[src/rtl/rob_pkg.sv]
package rob_pkg;
    typedef enum logic [1:0] {
        OCC_EMPTY = 2'd0,
        OCC_PART  = 2'd1,
        OCC_FULL  = 2'd2
    } occ_state_e;
endpackage

[src/rtl/rob_ctrl.sv]
module rob_ctrl
    import rob_pkg::*;
#(
    parameter int DEPTH = 8,
    parameter int TAG_W = $clog2(DEPTH)
) (
    input  logic             clk,
    input  logic             rst_n,
    input  logic             push,
    input  logic             pop,
    input  logic             flush,
    output logic [TAG_W-1:0] head,
    output logic [TAG_W-1:0] tail,
    output logic             can_take
);
    localparam int CNT_W = TAG_W + 1;

    occ_state_e       state, state_nxt;
    logic [CNT_W-1:0] cnt, cnt_nxt;

    function automatic logic [TAG_W-1:0] step(input logic [TAG_W-1:0] p);
        return (p == TAG_W'(DEPTH - 1)) ? '0 : p + 1'b1;
    endfunction

    // occupancy counter
    always_comb begin
        cnt_nxt = cnt;
        if (flush)              cnt_nxt = '0;
        else if (push && !pop)  cnt_nxt = cnt + 1'b1;
        else if (pop && !push)  cnt_nxt = cnt - 1'b1;
    end

    // transitions
    always_comb begin
        state_nxt = state;
        if (flush) begin
            state_nxt = OCC_EMPTY;
        end else begin
            unique case (state)
                OCC_EMPTY: if (push) state_nxt = (DEPTH == 1) ? OCC_FULL : OCC_PART;
                OCC_PART: begin
                    if (push && !pop && cnt == CNT_W'(DEPTH - 1)) state_nxt = OCC_FULL;
                    else if (pop && !push && cnt == CNT_W'(1))    state_nxt = OCC_EMPTY;
                end
                OCC_FULL:  if (pop && !push) state_nxt = OCC_PART;
                default:   state_nxt = OCC_EMPTY;
            endcase
        end
    end

    // state register
    always_ff @(posedge clk) begin
        if (!rst_n) begin
            state <= OCC_EMPTY;
            cnt   <= '0;
            head  <= '0;
            tail  <= '0;
        end else begin
            state <= state_nxt;
            cnt   <= cnt_nxt;
            if (flush) begin
                head <= '0;
                tail <= '0;
            end else begin
                if (pop)  head <= step(head);
                if (push) tail <= step(tail);
            end
        end
    end

    // outputs
    always_comb begin
        unique case (state)
            OCC_FULL: can_take = 1'b0;
            default:  can_take = !flush;
        endcase
    end

    a_r3_cnt_bound: assert property (@(posedge clk) disable iff (!rst_n)
        cnt <= CNT_W'(DEPTH));
    a_r3_full_matches_cnt: assert property (@(posedge clk) disable iff (!rst_n)
        (state == OCC_FULL) == (cnt == CNT_W'(DEPTH)));
    a_r7_flush_empties: assert property (@(posedge clk) disable iff (!rst_n)
        flush |=> (state == OCC_EMPTY) && (cnt == '0));
endmodule

[src/rtl/rob_byp.sv]
module rob_byp #(
    parameter int DEPTH  = 8,
    parameter int REG_W  = 5,
    parameter int DATA_W = 32
) (
    input  logic              clk,
    input  logic              rst_n,
    input  logic [REG_W-1:0]  src,
    input  logic              ent_elig [DEPTH],
    input  logic              ent_done [DEPTH],
    input  logic [REG_W-1:0]  ent_dest [DEPTH],
    input  logic [DATA_W-1:0] ent_data [DEPTH],
    output logic              hit,
    output logic              ready,
    output logic [DATA_W-1:0] data
);
    logic [DEPTH-1:0] match;

    for (genvar g = 0; g < DEPTH; g++) begin : g_cmp
        assign match[g] = ent_elig[g] && (ent_dest[g] == src);
    end

    always_comb begin
        hit   = 1'b0;
        ready = 1'b0;
        data  = '0;
        for (int k = 0; k < DEPTH; k++) begin
            if (match[k]) begin
                hit   = 1'b1;
                ready = ent_done[k];
                data  = ent_data[k];
            end
        end
    end

    // newest-producer rule leaves at most one candidate per register
    a_r4_single_match: assert property (@(posedge clk) disable iff (!rst_n)
        $onehot0(match));
    a_r5_ready_needs_hit: assert property (@(posedge clk) disable iff (!rst_n)
        ready |-> hit);
endmodule

[src/rtl/rob_core.sv]
module rob_core #(
    parameter int DEPTH  = 8,
    parameter int REG_W  = 5,
    parameter int DATA_W = 32,
    parameter int PC_W   = 32,
    parameter int TAG_W  = $clog2(DEPTH)
) (
    input  logic              clk,
    input  logic              rst_n,
    input  logic              alloc_valid,
    input  logic [REG_W-1:0]  alloc_dest,
    input  logic              alloc_is_store,
    input  logic [PC_W-1:0]   alloc_pc,
    output logic              alloc_ready,
    output logic [TAG_W-1:0]  alloc_tag,
    input  logic              done_valid,
    input  logic [TAG_W-1:0]  done_tag,
    input  logic [DATA_W-1:0] done_data,
    input  logic              done_exc,
    output logic              rf_we,
    output logic [REG_W-1:0]  rf_waddr,
    output logic [DATA_W-1:0] rf_wdata,
    output logic              mem_we,
    output logic [DATA_W-1:0] mem_wdata,
    output logic              exc_valid,
    output logic [PC_W-1:0]   exc_pc,
    input  logic [REG_W-1:0]  byp_src,
    output logic              byp_hit,
    output logic              byp_ready,
    output logic [DATA_W-1:0] byp_data
);
    logic              e_valid [DEPTH];
    logic              e_elig  [DEPTH];
    logic              e_done  [DEPTH];
    logic              e_exc   [DEPTH];
    logic              e_store [DEPTH];
    logic [REG_W-1:0]  e_dest  [DEPTH];
    logic [DATA_W-1:0] e_data  [DEPTH];
    logic [PC_W-1:0]   e_pc    [DEPTH];

    logic [TAG_W-1:0] head, tail;
    logic push, pop, flush, can_take, head_fin;

    assign head_fin    = e_valid[head] && e_done[head];
    assign flush       = head_fin && e_exc[head];
    assign pop         = head_fin && !e_exc[head];
    assign alloc_ready = can_take;
    assign push        = alloc_valid && can_take;
    assign alloc_tag   = tail;

    rob_ctrl #(.DEPTH(DEPTH), .TAG_W(TAG_W)) i_ctrl (
        .clk(clk), .rst_n(rst_n), .push(push), .pop(pop), .flush(flush),
        .head(head), .tail(tail), .can_take(can_take)
    );

    for (genvar g = 0; g < DEPTH; g++) begin : g_slot
        always_ff @(posedge clk) begin
            if (!rst_n || flush) begin
                e_valid[g] <= 1'b0;
                e_elig[g]  <= 1'b0;
                e_done[g]  <= 1'b0;
                e_exc[g]   <= 1'b0;
                e_store[g] <= 1'b0;
            end else begin
                if (pop && head == TAG_W'(g)) begin
                    e_valid[g] <= 1'b0;
                    e_elig[g]  <= 1'b0;
                end
                if (push && tail == TAG_W'(g)) begin
                    e_valid[g] <= 1'b1;
                    e_elig[g]  <= !alloc_is_store;
                    e_done[g]  <= 1'b0;
                    e_exc[g]   <= 1'b0;
                    e_store[g] <= alloc_is_store;
                    e_dest[g]  <= alloc_dest;
                    e_pc[g]    <= alloc_pc;
                end else if (push && !alloc_is_store && e_valid[g]
                             && e_dest[g] == alloc_dest) begin
                    e_elig[g] <= 1'b0;
                end
                if (done_valid && done_tag == TAG_W'(g) && e_valid[g]) begin
                    e_done[g] <= 1'b1;
                    e_exc[g]  <= done_exc;
                    e_data[g] <= done_data;
                end
            end
        end
    end

    assign rf_we     = pop && !e_store[head];
    assign rf_waddr  = e_dest[head];
    assign rf_wdata  = e_data[head];
    assign mem_we    = pop && e_store[head];
    assign mem_wdata = e_data[head];
    assign exc_valid = flush;
    assign exc_pc    = e_pc[head];

    rob_byp #(.DEPTH(DEPTH), .REG_W(REG_W), .DATA_W(DATA_W)) i_byp (
        .clk(clk), .rst_n(rst_n), .src(byp_src),
        .ent_elig(e_elig), .ent_done(e_done), .ent_dest(e_dest), .ent_data(e_data),
        .hit(byp_hit), .ready(byp_ready), .data(byp_data)
    );

    a_r2_head_steps: assert property (@(posedge clk) disable iff (!rst_n)
        (rf_we || mem_we) |=> head == (($past(head) == TAG_W'(DEPTH - 1)) ? '0 : $past(head) + 1'b1));
    a_r7_no_write_on_exc: assert property (@(posedge clk) disable iff (!rst_n)
        exc_valid |-> !rf_we && !mem_we && !alloc_ready);
    a_r3_done_hits_live: assert property (@(posedge clk) disable iff (!rst_n)
        done_valid |-> e_valid[done_tag]);
    a_r6_store_no_rf: assert property (@(posedge clk) disable iff (!rst_n)
        mem_we |-> !rf_we);
endmodule

[config.mk]
export PLATFORM = sky130hd
export DESIGN_NAME = rob_core
export DESIGN_NICKNAME = d
export VERILOG_FILES = /design/src/rtl/rob_pkg.sv /design/src/rtl/rob_ctrl.sv /design/src/rtl/rob_byp.sv /design/src/rtl/rob_core.sv
export SDC_FILE = /design/constraint.sdc
export NUM_CORES = 1
export LEC_CHECK = 0
export CORE_MARGIN = 1.5
export CORE_UTILIZATION = 30
export DETAILED_ROUTE_END_ITERATION = 10
export HOLD_SLACK_MARGIN = 0.15
export SYNTH_ARGS = -nofsm -noshare
export SYNTH_HDL_FRONTEND = slang
export SYNTH_SLANG_ARGS = --single-unit
[constraint.sdc]
create_clock -name clk -period 4.05 [get_ports clk]
set_clock_uncertainty 0.05 [all_clocks]
set_input_delay 0.81 -clock clk [delete_from_list [all_inputs] [get_ports clk]]
set_output_delay 0.81 -clock clk [all_outputs]
set_load 0.005 [all_outputs]
# Word level (Yosys, flattened, before mapping)
# Memory sizes are Yosys's and may differ from the RTL's. A register that Yosys moved wholly into a read port is not among the register bits.
# Index checks and enable logic that the tools add are counted.
[totals]
ff_bits = 324
latch_bits = 0
ram_bits = 280
romBits = 0
inputBits = 83
out_inout_bits = 142
wordCells = 479
n_memories = 4
[memory_table]
columns = ["name", "depth", "word_bits", "read_ports", "rd_ports_with_merged_regs", "write_ports", "line", "source"]
rows = [
  ["e_pc", 8, 32, 1, 1, 1, "rob_core.sv:39", "logic [PC_W-1:0] e_pc [DEPTH];"],
  ["e_exc", 8, 1, 1, 1, 8, "rob_core.sv:35", "logic e_exc [DEPTH];"],
  ["e_store", 8, 1, 1, 1, 8, "rob_core.sv:36", "logic e_store [DEPTH];"],
  ["e_valid", 8, 1, 9, 1, 8, "rob_core.sv:32", "logic e_valid [DEPTH];"],
]
[op_classes]
addsub = 4
n_mul = 0
div = 0
magnitude_cmp = 1
n_eq_ne = 44
shift = 0
muxes = 226
n_bitwise = 43
n_reduce_logical = 121
[op_table]
columns = ["operator", "n"]
rows = [
  ["2-to-1 mux 32 bit", 17],
  ["OR reduction 32 bit", 7],
  ["2-to-1 mux 1 bit", 180],
  ["binary-select mux 32 bit (select 3 bit)", 1],
  ["== test 5 bit", 16],
  ["logical AND 1 bit", 67],
  ["2-to-1 mux 3 bit", 17],
  ["OR 1 bit", 40],
  ["== test 3 bit (second input constant)", 12],
  ["AND reduction 2 bit", 16],
  ["nonzero test 3 bit", 8],
  ["== test 3 x 2 -> 1 bit (second input constant)", 6],
  ["nonzero test 2 bit", 9],
  ["binary-select mux 5 bit (select 3 bit)", 1],
  ["2-to-1 mux 5 bit", 2],
  ["== test 3 x 1 -> 1 bit (second input constant)", 3],
  ["zero test 3 bit", 3],
  ["2-to-1 mux 2 bit", 4],
  ["2-to-1 mux 4 bit", 2],
  ["zero test 1 bit", 7],
  ["adder 3 x 1 -> 3 bit (second input constant)", 2],
  ["one-hot mux 2 bit (3 select lines)", 1],
  ["adder 4 x 1 -> 4 bit (second input constant)", 1],
  ["== test 4 x 1 -> 1 bit (second input constant)", 1],
  ["14 further kinds", 16],
]

# Longest topological paths before layout
[logic_depth]
depth_word = 21
mapped_depth = 11
mapped_depth_nobuf = 10

# Cells and area by module
# Synthesis repeated with hierarchy kept, for this count alone.
[hier_totals]
cells_unflattened = 1539
area_unflattened_um2 = 26843.2
[modules_own_cells]
columns = ["module", "n_inst", "cells_each", "area_each_um2"]
rows = [
  ["rob_core", 1, 1115, 23418.7],
  ["rob_byp", 1, 355, 2772.7],
  ["rob_ctrl", 1, 69, 651.9],
]

# Worst setup path after synthesis
# No wires, ideal clock.
[synth_path]
kind = "register to register"
startpoint = "reg i_ctrl.head[1]"
endpoint = "mem e_valid[5] (data pin)"
arrival_ns = 3.422
required_ns = 3.483
path_slack_ns = 0.061
stages_incl_launch_ff = 8
n_path_buf = 2
synth_period_minus_slack_ns = 3.989
cell_sequence = "dfxtp_1 buf_2 mux4_2 mux2_2 nand2_2 o21ai_1 clkbuf_1 nor2_1"
[synth_lines]
columns = ["element", "line", "source"]
rows = [
  ["start: declaration", "rob_ctrl.sv:12", "output logic [TAG_W-1:0] head,"],
  ["start signal: assignment", "rob_ctrl.sv:65", "if (pop) head <= step(head);"],
  ["end: declaration", "rob_core.sv:32", ""],
]

# Worst setup path after layout
[layout_path]
startpoint = "reg e_dest[32] (netlist bit)"
endpoint = "out byp_data[29]"
[layout_between]
elab_chain_len = 9
[layout_rtl]
columns = ["element", "line", "source"]
rows = [
  ["start: declaration", "rob_core.sv:37", "logic [REG_W-1:0] e_dest [DEPTH];"],
  ["start signal: indexed assignment", "rob_core.sv:75", "e_dest[g] <= alloc_dest;"],
  ["== test 5 bit", "rob_byp.sv:20", "assign match[g] = ent_elig[g] && (ent_dest[g] == src);"],
  ["logical AND 1 bit", "rob_byp.sv:20", ""],
  ["2-to-1 mux 32 bit (7 in series)", "rob_byp.sv:28", "if (match[k]) begin"],
  ["end: declaration", "rob_core.sv:30", "output logic [DATA_W-1:0] byp_data"],
]
# No other way between the ends.

==> out/metrics.csv <==
metric,value,unit
status,completed,
DR vias/cell,5.322,
crit path kind,flip-flop to output pin,
main combinational cell family by area after synthesis,multiplexers,
drt wl/cell,24.62,um
maximum clock rate,253.8,MHz
placed instance area,31850,um^2
fin nets,2162,
Die Height,304.3,um
standard-cell rows,110,
minimum clock period,3.940,ns
Pre-antenna DRT Iters,5,
CTS root buf,clkbuf_16,
"FF+latch count, synth",607,
Sw Share,21.40,%
Crit path required time,3.19,ns
CP arrival,3.08,ns
VDD IR max,0.2572,mV
final wirelength,81.05,mm
Final Cycle Share,97.29,%
Worst-Skew Late Latency,0.61,ns
r2r startpoint,i_ctrl.head[1],
Syn Inst Count,1735,
CP Max Fanout,7,
TritonCTS clock tree,yes,
Die ar.,92590,um^2
initial antenna violation count,8,
Post-synth top flop,edfxtp_1,
combinational share of power,4.3,%
"Async S/R FF share, synth",0,%
crit path capture type,output pin,
Int Power,10.73,mW
vias in the first global route,18080,
Synth cell types,54,
DP HPWL,47.74,mm
Clock Path Buffers,3,
Setup crit start,e_dest[32],
global-route wire length before repair,118.9,mm
Post-Synth XOR/XNOR Area,2.670,%
post-synthesis adder-cell area fraction,0.7811,%
CP startpoint kind,flip-flop,
core outline area,90010,um^2
Mapped Avg Cell Area,15.70,um^2
PwrDens,384.6,nW/um^2
Iter 0 DRT Violations,1642,
largest net degree at the start of global routing,67,
Final GP Congestion,0.8372,
Max-Cap Viols,0,
Pwr Total,13.65,mW
"EDFF count, synth",576,
Flop pwr share,51.2,%
# clock sinks,607,
Sw Pwr,2.921,mW
Worst Max-Slew Pin Slew,0.8250,ns
vias,17520,
Hold Crit Start,e_done[6],
Final setup viols,0,
num ports,225,
fin area,35500,um^2
Die X,304.3,um
Hold WC Path Type,flip-flop to flip-flop,
max-slew violation count,0,
TritonCTS buffer count,68,
Total GRT Usage,17.11,%
DRC,0,
sequential-to-total area share from yosys stat,65.80,%
Simple-Gate Fraction of Synth Area,6.570,%
Leakage,11.70,nW
share of layout cells above drive strength 1,30.07,%
Synth Area in Compound Gates,7.058,%
multiplexer share of the synthesized area,13.67,%
depth of the CTS H-tree,3,
Syn Std Cell Area,27230,um^2
"CTS clk-pin slew, worst paths",0.06,ns
Overflow after GRT,0,
Layout area overhead,30.35,%
Fin. Hold Viols,0,
I/O Buffers,224,
Max transition margin,44.63,%
Layout fillers,8279,
Initial Util,30.25,%
"antenna viol nets, final",0,
hold-fix buffers at CTS,0,
clock share of power,44.5,%
Yosys warnings,0,
R2R Setup Slk,0.65,ns
syn nets,1835,
-- Yosys cell counts, types with 5 or more instances --
master       n  area (um^2)
xor2_1      54        473.0
ha_1        17        212.7
mux2_2      35        394.1
and3_1       6        37.54
clkbuf_1    74        277.8
o21ai_0      6        30.03
nor2_1      92        345.3
or3_1        5        31.28
nand3_1     59        295.3
buf_2       28        140.1
a2bb2oi_1   30        262.8
nor2b_1      7        43.79
edfxtp_1   576        17300
o211ai_1    37        277.8
buf_1       11        41.29
o311ai_0    59        516.8
mux4_2     146         3288
inv_1       49        183.9
nand2_1    181        679.4
buf_4       39        292.8
nand4_1     13        81.33
a221oi_1    34        297.8
a21oi_1     23        115.1
nor4_1      13        81.33
o21bai_1    30        225.2
dfxtp_1     31        620.6
xnor2_1     29        254.0
-- final timing paths --
kind / end / cells after the start
worst max-delay path: byp_data[29] / 12
worst min-delay path: e_done[6] / 2
worst max register to register: e_data[253] / 7
worst min register to register: e_done[6] / 2
-- timing repair --
action / in CTS / in global routing
gates resized for setup: 238 / 101
setup buffers: 40 / 22
gates cloned: 8 / 1
endpoints found under the setup margin: 36 / 35
pin swaps: 56 / 57
-- critical path: stages, from the launching register on --
cell and delay [ns]:
edfxtp_1 0.47, xnor2_2 0.20, and4_4 0.26, a211oi_4 0.06
buf_6 0.14, buf_12 0.14, buf_12 0.14, buf_12 0.13
buf_6 0.12, a221oi_1 0.33, a2bb2oi_2 0.21, o311ai_2 0.12
buf_2 0.15
-- placed cells by master (no fill, tap or decap), types with 35 or more instances in the layout --
cell / n
buf_4: 106
clkdlybuf4s50_1: 185
nand3_1: 55
clkbuf_16: 69
mux4_2: 146
inv_1: 48
mux2_2: 35
xor2_1: 49
nand2_1: 181
edfxtp_1: 576
nor2_1: 73
buf_12: 43
o211ai_1: 37
-- flip-flops by register name, indices dropped and copies added (netlist names), named ones only --
register      count
e_exc             8
i_ctrl.state      2
e_data          256
e_dest           40
e_store           8
i_ctrl.tail       3
i_ctrl.head       3
e_elig            8
e_valid           8
i_ctrl.cnt        4
e_pc            256
e_done            8
-- power by group through the flow --
stage | logic (mW) | clock network, mW | registers, mW
after floorplan | 0.242 | 0 | 7.11
after global placement | 0.542 | 0 | 7.12
after detailed placement | 0.559 | 0 | 7.12
after CTS | 0.579 | 6.20 | 6.99
after global routing | 0.630 | 6.44 | 7.00
final | 0.586 | 6.08 | 6.99
-- metrics by stage --
| stage | TNS [ns] | instances | hold WS (ns) | setup slack [ns] | util (%) |
|---|---|---|---|---|---|
| 3_5_place_dp | -20.01 | 3120 | 0.4178 | -0.7079 | 35.39 |
| 5_1_grt | -0.02595 | 3289 | 0.4539 | -0.01801 | 39.43 |
| 4_1_cts | 0 | 3273 | 0.4339 | 0.002573 | 39.01 |
| 2_1_floorplan | 0 | 1735 | 0.3868 | 0.06065 | - |
| 3_3_place_gp | -19.75 | 3120 | 0.4164 | -0.7560 | 35.39 |
| 6_report | 0 | 3292 | 0.4308 | 0.1096 | 39.44 |
-- routing by layer --
metal | routed length (um) | track usage, % | part of all wire, %
met2 | 39410 | 28.50 | 49
met5 | 84 | 0 | 0.10
met3 | 6345 | 3.635 | 7.8
met4 | 2425 | 5.965 | 3.0
met1 | 32780 | 22.07 | 40
-- kinds of logic (layout without fill, tap and decap cells) --
| kind of cell | Yosys count | in the layout |
|---|---|---|
| multiplexers | 185 | 185 |
| AND/OR/NAND/NOR | 398 | 398 |
| adder cells (fa/ha/maj) | 17 | 17 |
| flip-flops | 607 | 607 |
| XOR/XNOR | 83 | 83 |
| buffers and inverters | 202 | 579 |
| AO/OA/AOI/OAI | 243 | 243 |
| other | 0 | 4 |
-- area by class of cell --
| type | instances | area [um^2] | area share [%] |
|---|---|---|---|
| Inverter | 49 | 183.9 | 0.5182 |
| Sequential cell | 607 | 17930 | 50.52 |
| Clock inverter | 36 | 395.4 | 1.114 |
| Multi-Input combinational cell | 926 | 9424 | 26.55 |
| Timing Repair Buffer | 410 | 4318 | 12.16 |
| Antenna cell | 4 | 10.01 | 0.02820 |
| Clock buffer | 84 | 1762 | 4.963 |
| Tap cell | 1176 | 1471 | 4.145 |
No activity file was read; power rests on OpenSTA's default activity.
